`src/rtl/axi_split_pkg.sv`:
```
`timescale 1ns/1ps
package axi_split_pkg;

  typedef logic [1:0] resp_t;
  localparam resp_t RESP_OKAY = 2'b00;

  // Beats that fit between a page offset (rounded down to a beat) and the page end.
  function automatic int unsigned beats_before_page(input int unsigned page_off,
                                                    input int unsigned page_bytes,
                                                    input int unsigned beat_bytes);
    int unsigned base;
    base = page_off - (page_off % beat_bytes);
    return (page_bytes - base) / beat_bytes;
  endfunction

  // Sub-burst length: the tightest of the three limits.
  function automatic int unsigned clip_len(input int unsigned remaining,
                                           input int unsigned to_page,
                                           input int unsigned cap);
    int unsigned n;
    n = remaining;
    if (cap < n) n = cap;
    if (to_page < n) n = to_page;
    return n;
  endfunction

  // Keep the more severe of two response codes (larger code wins).
  function automatic resp_t merge_resp(input resp_t acc, input resp_t nxt);
    return (nxt > acc) ? nxt : acc;
  endfunction

endpackage

```
`src/rtl/split_aw_planner.sv`:
```
`timescale 1ns/1ps
module split_aw_planner
  import axi_split_pkg::*;
#(
  parameter int unsigned ADDR_W     = 32,
  parameter int unsigned LEN_W      = 8,
  parameter int unsigned CNT_W      = 9,
  parameter int unsigned SUBC_W     = 3,
  parameter int unsigned PAGE_W     = 12,
  parameter int unsigned BEAT_SHIFT = 5,
  parameter int unsigned MAX_BEATS  = 128
) (
  input  logic              clk,
  input  logic              rst_n,
  input  logic [ADDR_W-1:0] s_awaddr,
  input  logic [LEN_W-1:0]  s_awlen,
  input  logic              s_awvalid,
  output logic              s_awready,
  output logic [ADDR_W-1:0] m_awaddr,
  output logic [LEN_W-1:0]  m_awlen,
  output logic              m_awvalid,
  input  logic              m_awready,
  input  logic              burst_done,
  output logic              cmd_take,
  output logic              all_issued,
  output logic [SUBC_W-1:0] subs_issued
);
  localparam int unsigned BEAT_BYTES = 1 << BEAT_SHIFT;
  localparam int unsigned PAGE_BYTES = 1 << PAGE_W;

  logic              busy;
  logic [ADDR_W-1:0] cur_addr;
  logic [CNT_W-1:0]  remain;
  logic [CNT_W-1:0]  sub_beats;
  logic [ADDR_W-1:0] next_addr;
  logic              aw_fire;

  always_comb begin
    sub_beats = CNT_W'(clip_len(32'(remain),
                                beats_before_page(32'(cur_addr[PAGE_W-1:0]), PAGE_BYTES, BEAT_BYTES),
                                MAX_BEATS));
  end

  assign next_addr  = {cur_addr[ADDR_W-1:BEAT_SHIFT], {BEAT_SHIFT{1'b0}}}
                    + (ADDR_W'(sub_beats) << BEAT_SHIFT);
  assign s_awready  = !busy;
  assign cmd_take   = s_awvalid && !busy;
  assign m_awvalid  = busy && (remain != '0);
  assign m_awaddr   = cur_addr;
  assign m_awlen    = LEN_W'(sub_beats - 1'b1);
  assign aw_fire    = m_awvalid && m_awready;
  assign all_issued = busy && (remain == '0);

  always_ff @(posedge clk) begin
    if (!rst_n) begin
      busy        <= 1'b0;
      cur_addr    <= '0;
      remain      <= '0;
      subs_issued <= '0;
    end else if (cmd_take) begin
      busy        <= 1'b1;
      cur_addr    <= s_awaddr;
      remain      <= CNT_W'(s_awlen) + 1'b1;
      subs_issued <= '0;
    end else if (aw_fire) begin
      cur_addr    <= next_addr;
      remain      <= remain - sub_beats;
      subs_issued <= subs_issued + 1'b1;
    end else if (burst_done) begin
      busy        <= 1'b0;
    end
  end

endmodule

```
`src/rtl/split_w_path.sv`:
```
`timescale 1ns/1ps
module split_w_path
  import axi_split_pkg::*;
#(
  parameter int unsigned DATA_W     = 256,
  parameter int unsigned STRB_W     = 32,
  parameter int unsigned CNT_W      = 9,
  parameter int unsigned PAGE_W     = 12,
  parameter int unsigned BEAT_SHIFT = 5,
  parameter int unsigned MAX_BEATS  = 128,
  parameter int unsigned IDX_W      = 7
) (
  input  logic              clk,
  input  logic              rst_n,
  input  logic              cmd_take,
  input  logic [PAGE_W-1:0] cmd_off,
  input  logic [CNT_W-1:0]  cmd_beats,
  input  logic [DATA_W-1:0] s_wdata,
  input  logic [STRB_W-1:0] s_wstrb,
  input  logic              s_wlast,
  input  logic              s_wvalid,
  output logic              s_wready,
  output logic [DATA_W-1:0] m_wdata,
  output logic [STRB_W-1:0] m_wstrb,
  output logic              m_wlast,
  output logic              m_wvalid,
  input  logic              m_wready,
  output logic              wlast_err,
  output logic              w_fire,
  output logic              w_sub_end
);
  localparam int unsigned BEAT_BYTES = 1 << BEAT_SHIFT;
  localparam int unsigned PAGE_BYTES = 1 << PAGE_W;

  logic [PAGE_W-1:0] w_off;
  logic [CNT_W-1:0]  w_rem;
  logic [IDX_W-1:0]  beat_idx;
  logic [CNT_W-1:0]  w_sub;
  logic              active;
  logic              final_beat;

  always_comb begin
    w_sub = CNT_W'(clip_len(32'(w_rem),
                            beats_before_page(32'(w_off), PAGE_BYTES, BEAT_BYTES),
                            MAX_BEATS));
  end

  assign active     = (w_rem != '0);
  assign m_wvalid   = s_wvalid && active;
  assign s_wready   = m_wready && active;
  assign m_wdata    = s_wdata;
  assign m_wstrb    = s_wstrb;
  assign m_wlast    = active && (beat_idx == IDX_W'(w_sub - 1'b1));
  assign w_fire     = m_wvalid && m_wready;
  assign w_sub_end  = w_fire && m_wlast;
  assign final_beat = m_wlast && (w_rem == w_sub);

  always_ff @(posedge clk) begin
    if (!rst_n) begin
      w_off     <= '0;
      w_rem     <= '0;
      beat_idx  <= '0;
      wlast_err <= 1'b0;
    end else begin
      wlast_err <= w_fire && (s_wlast != final_beat);
      if (cmd_take) begin
        w_off    <= cmd_off;
        w_rem    <= cmd_beats;
        beat_idx <= '0;
      end else if (w_sub_end) begin
        w_off    <= {w_off[PAGE_W-1:BEAT_SHIFT], {BEAT_SHIFT{1'b0}}}
                  + (PAGE_W'(w_sub) << BEAT_SHIFT);
        w_rem    <= w_rem - w_sub;
        beat_idx <= '0;
      end else if (w_fire) begin
        beat_idx <= beat_idx + 1'b1;
      end
    end
  end

endmodule

```
`src/rtl/split_b_merge.sv`:
```
`timescale 1ns/1ps
module split_b_merge
  import axi_split_pkg::*;
#(
  parameter int unsigned SUBC_W = 3
) (
  input  logic              clk,
  input  logic              rst_n,
  input  resp_t             m_bresp,
  input  logic              m_bvalid,
  output logic              m_bready,
  output resp_t             s_bresp,
  output logic              s_bvalid,
  input  logic              s_bready,
  input  logic              all_issued,
  input  logic [SUBC_W-1:0] subs_issued,
  output logic              burst_done
);
  logic              hold;
  logic [SUBC_W-1:0] got;
  resp_t             worst;
  logic              b_fire;
  logic              report;

  assign m_bready   = !hold;
  assign b_fire     = m_bvalid && !hold;
  assign report     = all_issued && !hold && (got == subs_issued);
  assign s_bvalid   = hold;
  assign s_bresp    = worst;
  assign burst_done = hold && s_bready;

  always_ff @(posedge clk) begin
    if (!rst_n) begin
      hold  <= 1'b0;
      got   <= '0;
      worst <= RESP_OKAY;
    end else if (burst_done) begin
      hold  <= 1'b0;
      got   <= '0;
      worst <= RESP_OKAY;
    end else if (b_fire) begin
      got   <= got + 1'b1;
      worst <= merge_resp(worst, m_bresp);
    end else if (report) begin
      hold  <= 1'b1;
    end
  end

endmodule

```
`src/rtl/axi_wr_splitter.sv`:
```
`timescale 1ns/1ps
module axi_wr_splitter #(
  parameter int unsigned ADDR_W     = 32,
  parameter int unsigned DATA_W     = 256,
  parameter int unsigned MAX_BEATS  = 128,
  parameter int unsigned PAGE_BYTES = 4096
) (
  input  logic                  clk,
  input  logic                  rst_n,
  input  logic [ADDR_W-1:0]     s_awaddr,
  input  logic [7:0]            s_awlen,
  input  logic                  s_awvalid,
  output logic                  s_awready,
  input  logic [DATA_W-1:0]     s_wdata,
  input  logic [DATA_W/8-1:0]   s_wstrb,
  input  logic                  s_wlast,
  input  logic                  s_wvalid,
  output logic                  s_wready,
  output logic [1:0]            s_bresp,
  output logic                  s_bvalid,
  input  logic                  s_bready,
  output logic [ADDR_W-1:0]     m_awaddr,
  output logic [7:0]            m_awlen,
  output logic                  m_awvalid,
  input  logic                  m_awready,
  output logic [DATA_W-1:0]     m_wdata,
  output logic [DATA_W/8-1:0]   m_wstrb,
  output logic                  m_wlast,
  output logic                  m_wvalid,
  input  logic                  m_wready,
  input  logic [1:0]            m_bresp,
  input  logic                  m_bvalid,
  output logic                  m_bready,
  output logic                  wlast_err
);
  localparam int unsigned LEN_W      = 8;
  localparam int unsigned CNT_W      = LEN_W + 1;
  localparam int unsigned STRB_W     = DATA_W / 8;
  localparam int unsigned BEAT_SHIFT = $clog2(STRB_W);
  localparam int unsigned PAGE_W     = $clog2(PAGE_BYTES);
  localparam int unsigned IDX_W      = $clog2(MAX_BEATS);
  localparam int unsigned PAGE_BEATS = PAGE_BYTES / STRB_W;
  localparam int unsigned SUB_UNIT   = (MAX_BEATS < PAGE_BEATS) ? MAX_BEATS : PAGE_BEATS;
  localparam int unsigned MAX_SUBS   = (1 << LEN_W) / SUB_UNIT + 2;
  localparam int unsigned SUBC_W     = $clog2(MAX_SUBS + 1);

  // Named internal events, visible to the bound checker.
  logic              cmd_take;
  logic              all_issued;
  logic [SUBC_W-1:0] subs_issued;
  logic              burst_done;
  logic              w_fire;
  logic              w_sub_end;

  split_aw_planner #(
    .ADDR_W(ADDR_W), .LEN_W(LEN_W), .CNT_W(CNT_W), .SUBC_W(SUBC_W),
    .PAGE_W(PAGE_W), .BEAT_SHIFT(BEAT_SHIFT), .MAX_BEATS(MAX_BEATS)
  ) u_aw (
    .clk(clk), .rst_n(rst_n),
    .s_awaddr(s_awaddr), .s_awlen(s_awlen), .s_awvalid(s_awvalid), .s_awready(s_awready),
    .m_awaddr(m_awaddr), .m_awlen(m_awlen), .m_awvalid(m_awvalid), .m_awready(m_awready),
    .burst_done(burst_done), .cmd_take(cmd_take),
    .all_issued(all_issued), .subs_issued(subs_issued)
  );

  split_w_path #(
    .DATA_W(DATA_W), .STRB_W(STRB_W), .CNT_W(CNT_W), .PAGE_W(PAGE_W),
    .BEAT_SHIFT(BEAT_SHIFT), .MAX_BEATS(MAX_BEATS), .IDX_W(IDX_W)
  ) u_w (
    .clk(clk), .rst_n(rst_n),
    .cmd_take(cmd_take), .cmd_off(s_awaddr[PAGE_W-1:0]), .cmd_beats(CNT_W'(s_awlen) + 1'b1),
    .s_wdata(s_wdata), .s_wstrb(s_wstrb), .s_wlast(s_wlast), .s_wvalid(s_wvalid), .s_wready(s_wready),
    .m_wdata(m_wdata), .m_wstrb(m_wstrb), .m_wlast(m_wlast), .m_wvalid(m_wvalid), .m_wready(m_wready),
    .wlast_err(wlast_err), .w_fire(w_fire), .w_sub_end(w_sub_end)
  );

  split_b_merge #(
    .SUBC_W(SUBC_W)
  ) u_b (
    .clk(clk), .rst_n(rst_n),
    .m_bresp(m_bresp), .m_bvalid(m_bvalid), .m_bready(m_bready),
    .s_bresp(s_bresp), .s_bvalid(s_bvalid), .s_bready(s_bready),
    .all_issued(all_issued), .subs_issued(subs_issued), .burst_done(burst_done)
  );

endmodule

```
`config.mk`:
```
export PLATFORM = sky130hd
export DESIGN_NAME = axi_wr_splitter
export DESIGN_NICKNAME = d
export VERILOG_FILES = /design/src/rtl/axi_split_pkg.sv /design/src/rtl/split_aw_planner.sv /design/src/rtl/split_w_path.sv /design/src/rtl/split_b_merge.sv /design/src/rtl/axi_wr_splitter.sv
export SDC_FILE = /design/constraint.sdc
export NUM_CORES = 1
export LEC_CHECK = 0
export BUFFER_PORTS_ARGS = -buffer_cell sky130_fd_sc_hd__buf_2
export CORE_AREA = 3 3 264 266
export CTS_BUF_LIST = sky130_fd_sc_hd__clkbuf_2
export CTS_CLUSTER_DIAMETER = 100
export DETAILED_ROUTE_END_ITERATION = 10
export DIE_AREA = 0 0 267 269
export GPL_TIMING_DRIVEN = 0
export PLACE_DENSITY = 0.33
export SETUP_SLACK_MARGIN = 0.3
export SLEW_MARGIN = 20
export SYNTH_ARGS = -nofsm -noshare
export SYNTH_HDL_FRONTEND = slang
export SYNTH_HIERARCHICAL = 1
export SYNTH_SLANG_ARGS = --single-unit
```
`constraint.sdc`:
```
create_clock -name clk -period 5.8 [get_ports clk]
set_input_delay 1.16 -clock clk [delete_from_list [all_inputs] [get_ports clk]]
set_output_delay 1.16 -clock clk [all_outputs]
set_load 0.01 [all_outputs]
```
==> results.ini, run 1 <==
[worst_setup_path]
cp-start-kind=flop
r2r_slack_ns=0.61
cp.required_ns=4.64
cp.arrival_ns=4.82
cp_max_fo=6
rr_startpoint=u_w/w_off[5]$_SDFFE_PN0P_
worstSetupEndpointType=primary output
reg2reg_to=u_w/w_rem[4]$_SDFFE_PN0P_
r2r_cells=23
crit_type=reg2out

[clock_network]
cts.htree.levels=3
clockRootBuffer=clkbuf_2
cts_tree=built
clkTransAtPathRegs_ns=0.24
numCtsBuffers=9
clk_path_buf_depth=2
clk_latency_ns=0.60
clock_sinks=75

[detailed_routing]
drc=0
drtIter0Drc=367
drt-vias-per-instance=3.85
routed_wl_um=39000
wl_per_cell_um=15.3
num_vias=9786
ant_nets=0
drt_pass1_iterations=5

[pwr]
power_per_cell_area_nw_per_um2=244
seqPwrFrac_pct=19.5
peakVddDrop_uv=79.2
power.internal_uw=1740
p_comb_share_pct=70.9
switching_power_uw=1520
switching_share_pct=46.7
clockPowerShare_pct=9.6
p_leak_uw=0.00616

[sta]
slew_headroom_pct=35.5
layout_min_cycle_time_ns=5.98
setup_ws_ns=-0.179
finalHoldViolations=0
clock_skew_ns=0.0385
fin_crit_sh_pct=103
tightest_slew_ns=0.968
fmax_mhz=167
rsz0062_at_grt=yes
finalSetupViolCount=1
report.final.slew_viol_count=0

[logic_synthesis]
avgSynthCellArea_sq_um=7.59
synth_area_sq_um=9110
syn_inst=1200
ys.warnings.count=6

[placed_design]
pre_cts_slack_ns=-0.994
postPlaceCellArea_sq_um=12200
gp_congestion=0.802
io_buffers=387
hpwl_um=32200

[hold_path]
min-delay-start=u_aw/m_awaddr[0]$_SDFFE_PN0P_
holdPathStages=2
min_to=u_aw/m_awaddr[0]$_SDFFE_PN0P_
worstHoldPathType=reg2reg

[global_routing]
grt_pass1_vias=9200
track_usage_pct=9.86
grt_max_degree=14
grt_overflow=0
grt_pass1_wl_um=55100
antenna_found_initial=14

[floorplan]
row_count=95
initial_core_util_pct=13.5
io-pin-count=677
die-height_um=269
die_w_um=267
dieArea_sq_um=71800
core_area_sq_um=67300

[finish]
finalNetCount=2056
drive_above_1_share_pct=52.7
final_common_cell=buf_2
final_cell_mix=buf_2, buf_4, nand2_1
areaGrowthSynthToFinish_pct=46.4
fin_area_sq_um=13300

[status]
violations=negative setup slack
status=finished, violations left

[run]
drv_cap=0

## registers in the layout, indices dropped and copies added, names as in the netlist
signal	cells
u_w/beat_idx	7
u_aw/subs_issued	3
u_w/wlast_err	1
u_aw/remain	9
u_b/s_bvalid	1
u_b/s_bresp	2
u_w/w_rem	9
u_aw/busy	1
u_b/got	3
u_aw/m_awaddr	32
u_w/w_off	7
## metrics by stage
stage               cells  hold slack [ns]  TNS [ns]  utilization (%)  power [uW]
floorplan            1201            0.464         0                -        2000
detailed placement   2462            0.460     -9.00             18.1        2600
finish               2543            0.479    -0.179             19.8        3250
global placement     2461            0.457    -14.32             18.1        2600
CTS                  2518            0.484    -0.295             19.3        3180
global route         2538            0.505    -0.400             19.8        3540
## per-layer routing
metal | wire [um] | track usage [%] | up-vias
met4 | 414 | 1.91 | 4
met1 | 16300 | 12.3 | 4581
met5 | 27 | 0 | -
met3 | 2160 | 1.75 | 26
li1 | - | - | 4836
met2 | 20100 | 17.8 | 339
## worst max-delay path by stage
stage / startpoint / end / slack [ns] / depth (start not counted)
floorplan: u_w/w_off[5]$_SDFFE_PN0P_ / m_wlast / 0.31 / 19
global placement: u_w/w_off[5]$_SDFFE_PN0P_ / m_wlast / -1.03 / 21
detailed placement: u_w/w_off[5]$_SDFFE_PN0P_ / m_wlast / -0.99 / 20
CTS: u_w/w_off[5]$_SDFFE_PN0P_ / m_wlast / -0.30 / 20
global route: u_w/w_rem[8]$_SDFFE_PN0P_ / m_wlast / -0.40 / 20
finish: u_w/w_off[5]$_SDFFE_PN0P_ / m_wlast / -0.18 / 20
## timing repair
item	4_1_cts	5_1_grt
setup buffers	40	18
pin swaps	30	24
endpoints found under the setup margin	48	19
hold buffers	0	0
resized for setup	94	40
## worst max-delay path, stage by stage (launching register included)
cell and delay [ns]:
dfxtp_2 0.39, clkbuf_8 0.15, inv_4 0.05, ha_4 0.18, xnor2_4 0.21, ha_4 0.23
nor3_2 0.19, nor2_2 0.08, a2bb2oi_2 0.18, o21ai_4 0.23, nand2_2 0.12, a31oi_4 0.24
ha_4 0.19, o21ai_2 0.07, or2_1 0.25, or3_4 0.35, a21oi_2 0.14, nor3_1 0.06
or4_4 0.57, nor3_4 0.19, buf_6 0.15
## layout make-up
type                       instances  area [sq um]
antenna                            7          17.5
buffer                           334          2440
clock buffer                      10          50.0
clock inverter                     6          56.3
fill                            7664         53900
inverter                          41           161
multi-input combinational        751          5600
sequential                        75          1530
tap                              873          1090
timing repair buffer             446          2400
## power by group through the flow
stage | registers (uW) | clock network (uW) | logic, uW
final | 635 | 313 | 2310
after global routing | 645 | 356 | 2540
after CTS | 637 | 341 | 2200
after detailed placement | 642 | 0 | 1960
after global placement | 641 | 0 | 1960
after floorplan | 624 | 0 | 1370
No activity file was read; power rests on OpenSTA's default activity.
==> run 2: changes to the inputs <==
- CORE_AREA: 3 3 264 266 -> 2 2 263 265
- DIE_AREA: 0 0 267 269 -> 0 0 265 267
==> run 2 against run 1 <==
The run still ends with negative setup slack left. Combinational power is essentially flat. Hold slack better by 0.0040 ns. Die area fell by 1.5%. Total power shrank 0.46%. Register-to-register slack improved by 0.07 ns. Critical path type unchanged.
==> results.ini, run 2 (synthesis gave the netlist of run 1 again) <==
[floorplan]
dieArea_sq_um=70800  ; -1.5%
die_w_um=265  ; -0.75%
io-pin-count=677  ; unchanged
initial_core_util_pct=13.4  ; -0.14 points
die-height_um=267  ; -0.74%
row_count=96  ; +1.1%
core_area_sq_um=68000  ; +1.1%

[status]
status=finished, violations left
violations=negative setup slack

[clock_network]
clkTransAtPathRegs_ns=0.22  ; -0.02 ns
clockRootBuffer=clkbuf_2
cts_tree=built
clk_path_buf_depth=2  ; unchanged
clock_sinks=75  ; unchanged
cts.htree.levels=3  ; unchanged
clk_latency_ns=0.59  ; about the same
numCtsBuffers=9  ; unchanged
postCtsHoldBufs=0  ; unchanged

[hold_path]
holdPathStages=2  ; unchanged
min_to=u_aw/m_awaddr[2]$_SDFFE_PN0P_
min-delay-start=u_aw/m_awaddr[2]$_SDFFE_PN0P_
worstHoldPathType=reg2reg

[detailed_routing]
drt_pass1_iterations=5  ; unchanged
drc=0  ; unchanged
ant_nets=0  ; unchanged
drtIter0Drc=369  ; +0.54%
wl_per_cell_um=15.1  ; -1.5%
drt-vias-per-instance=3.89  ; +1.0%
routed_wl_um=38500  ; -1.2%
num_vias=9919  ; +1.4%

[pwr]
peakVddDrop_uv=82.4  ; +4.0%
p_leak_uw=0.00616  ; about the same
fin_total_pwr_uw=3240  ; -0.46%
power_per_cell_area_nw_per_um2=244  ; +0.18%

[finish]
final_cell_mix=buf_2, buf_4, nand2_1
areaGrowthSynthToFinish_pct=45.5
final_common_cell=buf_2
largest_reg_flops=32  ; unchanged
final_util_pct=19.5  ; -0.33 points
drive_above_1_share_pct=52.3  ; -0.36 points
finalNetCount=2059  ; +0.15%
fill_cells=7766  ; +1.3%

[sta]
rsz0062_at_grt=yes
fmax_mhz=168  ; +0.47%
fin_crit_sh_pct=103  ; -0.48 points
clock_skew_ns=0.0448  ; +0.00638 ns
finalSetupViolCount=1  ; unchanged
layout_min_cycle_time_ns=5.95  ; -0.0281 ns
finalHoldViolations=0  ; unchanged
tightest_slew_ns=0.964  ; -0.00422 ns
report.final.slew_viol_count=0  ; unchanged
slew_headroom_pct=35.8  ; +0.28 points
whs_ns=0.483  ; +0.00403 ns
setup_ws_ns=-0.150  ; +0.0281 ns
tns_ns=-0.150  ; +0.0281 ns

[global_routing]
grt_util_met1_pct=12.5  ; +0.23 points
use_met3_pct=1.85  ; +0.10 points
grt.met2_usage_pct=17.5  ; -0.37 points
grt_pass1_wl_um=54700  ; -0.61%
grt_pass1_vias=9106  ; -1.0%
track_usage_pct=9.98  ; +0.11 points
grt_overflow=0  ; unchanged
antenna_found_initial=11  ; -3
grt_max_degree=14  ; unchanged
top_usage_layer=met2

[worst_setup_path]
r2r_slack_ns=0.68  ; +0.07 ns
setup.worst_path.start=u_w/w_rem[7]$_SDFFE_PN0P_
reg2reg_to=u_w/w_rem[6]$_SDFFE_PN0P_
cp.arrival_ns=4.79  ; -0.03 ns
cp.required_ns=4.64  ; about the same
crit_type=reg2out
r2r_cells=22  ; -4.3%
rr_startpoint=u_w/w_rem[7]$_SDFFE_PN0P_
worstSetupEndpointType=primary output
cp_max_fo=7  ; +1
cp-start-kind=flop

[placed_design]
io_buffers=387  ; unchanged
hpwl_um=31500  ; -2.2%
gp_congestion=0.786  ; -1.9%
pre_cts_slack_ns=-0.965  ; +0.0290 ns

[run]
drv_cap=0  ; unchanged

## run 2: worst max-delay path, cell delays in order (launching register included)
cell,delay (ns)
dfxtp_2,0.39
or2_4,0.27
inv_2,0.09
clkbuf_8,0.16
nand2_1,0.11
ha_1,0.25
nor4_4,0.34
a2bb2oi_2,0.13
o21ai_4,0.23
nand2_2,0.11
a31oi_4,0.23
ha_4,0.19
o21ai_2,0.07
or2_1,0.25
or3_4,0.34
a21oi_2,0.14
nor3_1,0.06
or4_4,0.51
nor3_4,0.22
buf_6,0.15
## run 2: metrics by stage
step / cell area [sq um] / cells
final: 13300 / 2551
after global routing: 13300 / 2549
after CTS: 13000 / 2529
after detailed placement: 12200 / 2472
after global placement: 12200 / 2470
after floorplan: 9140 / 1201
## run 2: worst max-delay path by stage
stage,cells after the start,slack (ns),to
detailed placement,20,-0.97,m_wlast
global route,20,-0.43,m_wlast
finish,19,-0.15,m_wlast
global placement,22,-1.01,m_wlast
floorplan,19,0.31,m_wlast
CTS,20,-0.28,m_wlast
## run 2: power by group
part	internal (uW)	switching (uW)
sequential	564	70.9
combinational	1060	1230
clock	101	213
total	1730	1510
## run 2: repair_timing
item | 4_1_cts | 5_1_grt
pin swaps | 28 | 9
resized for setup | 90 | 30
setup endpoints to repair | 40 | 11
setup buffers | 42 | 18
## run 2: layout make-up
type	instances	area, sq um	share of cell area [%]
multi-input combinational	751	5500	41.5
buffer	334	2440	18.4
timing repair buffer	449	2420	18.3
sequential	75	1520	11.5
tap	882	1100	8.32
inverter	41	159	1.20
clock buffer	12	60.1	0.453
clock inverter	3	40.0	0.302
antenna	4	10.0	0.0755
## run 2: layer usage
metal | vias up | part of all wire (%)
met5 | - | 0.14
met4 | 8 | 1.7
met3 | 37 | 5.7
met2 | 390 | 49
met1 | 4639 | 43
li1 | 4845 | -
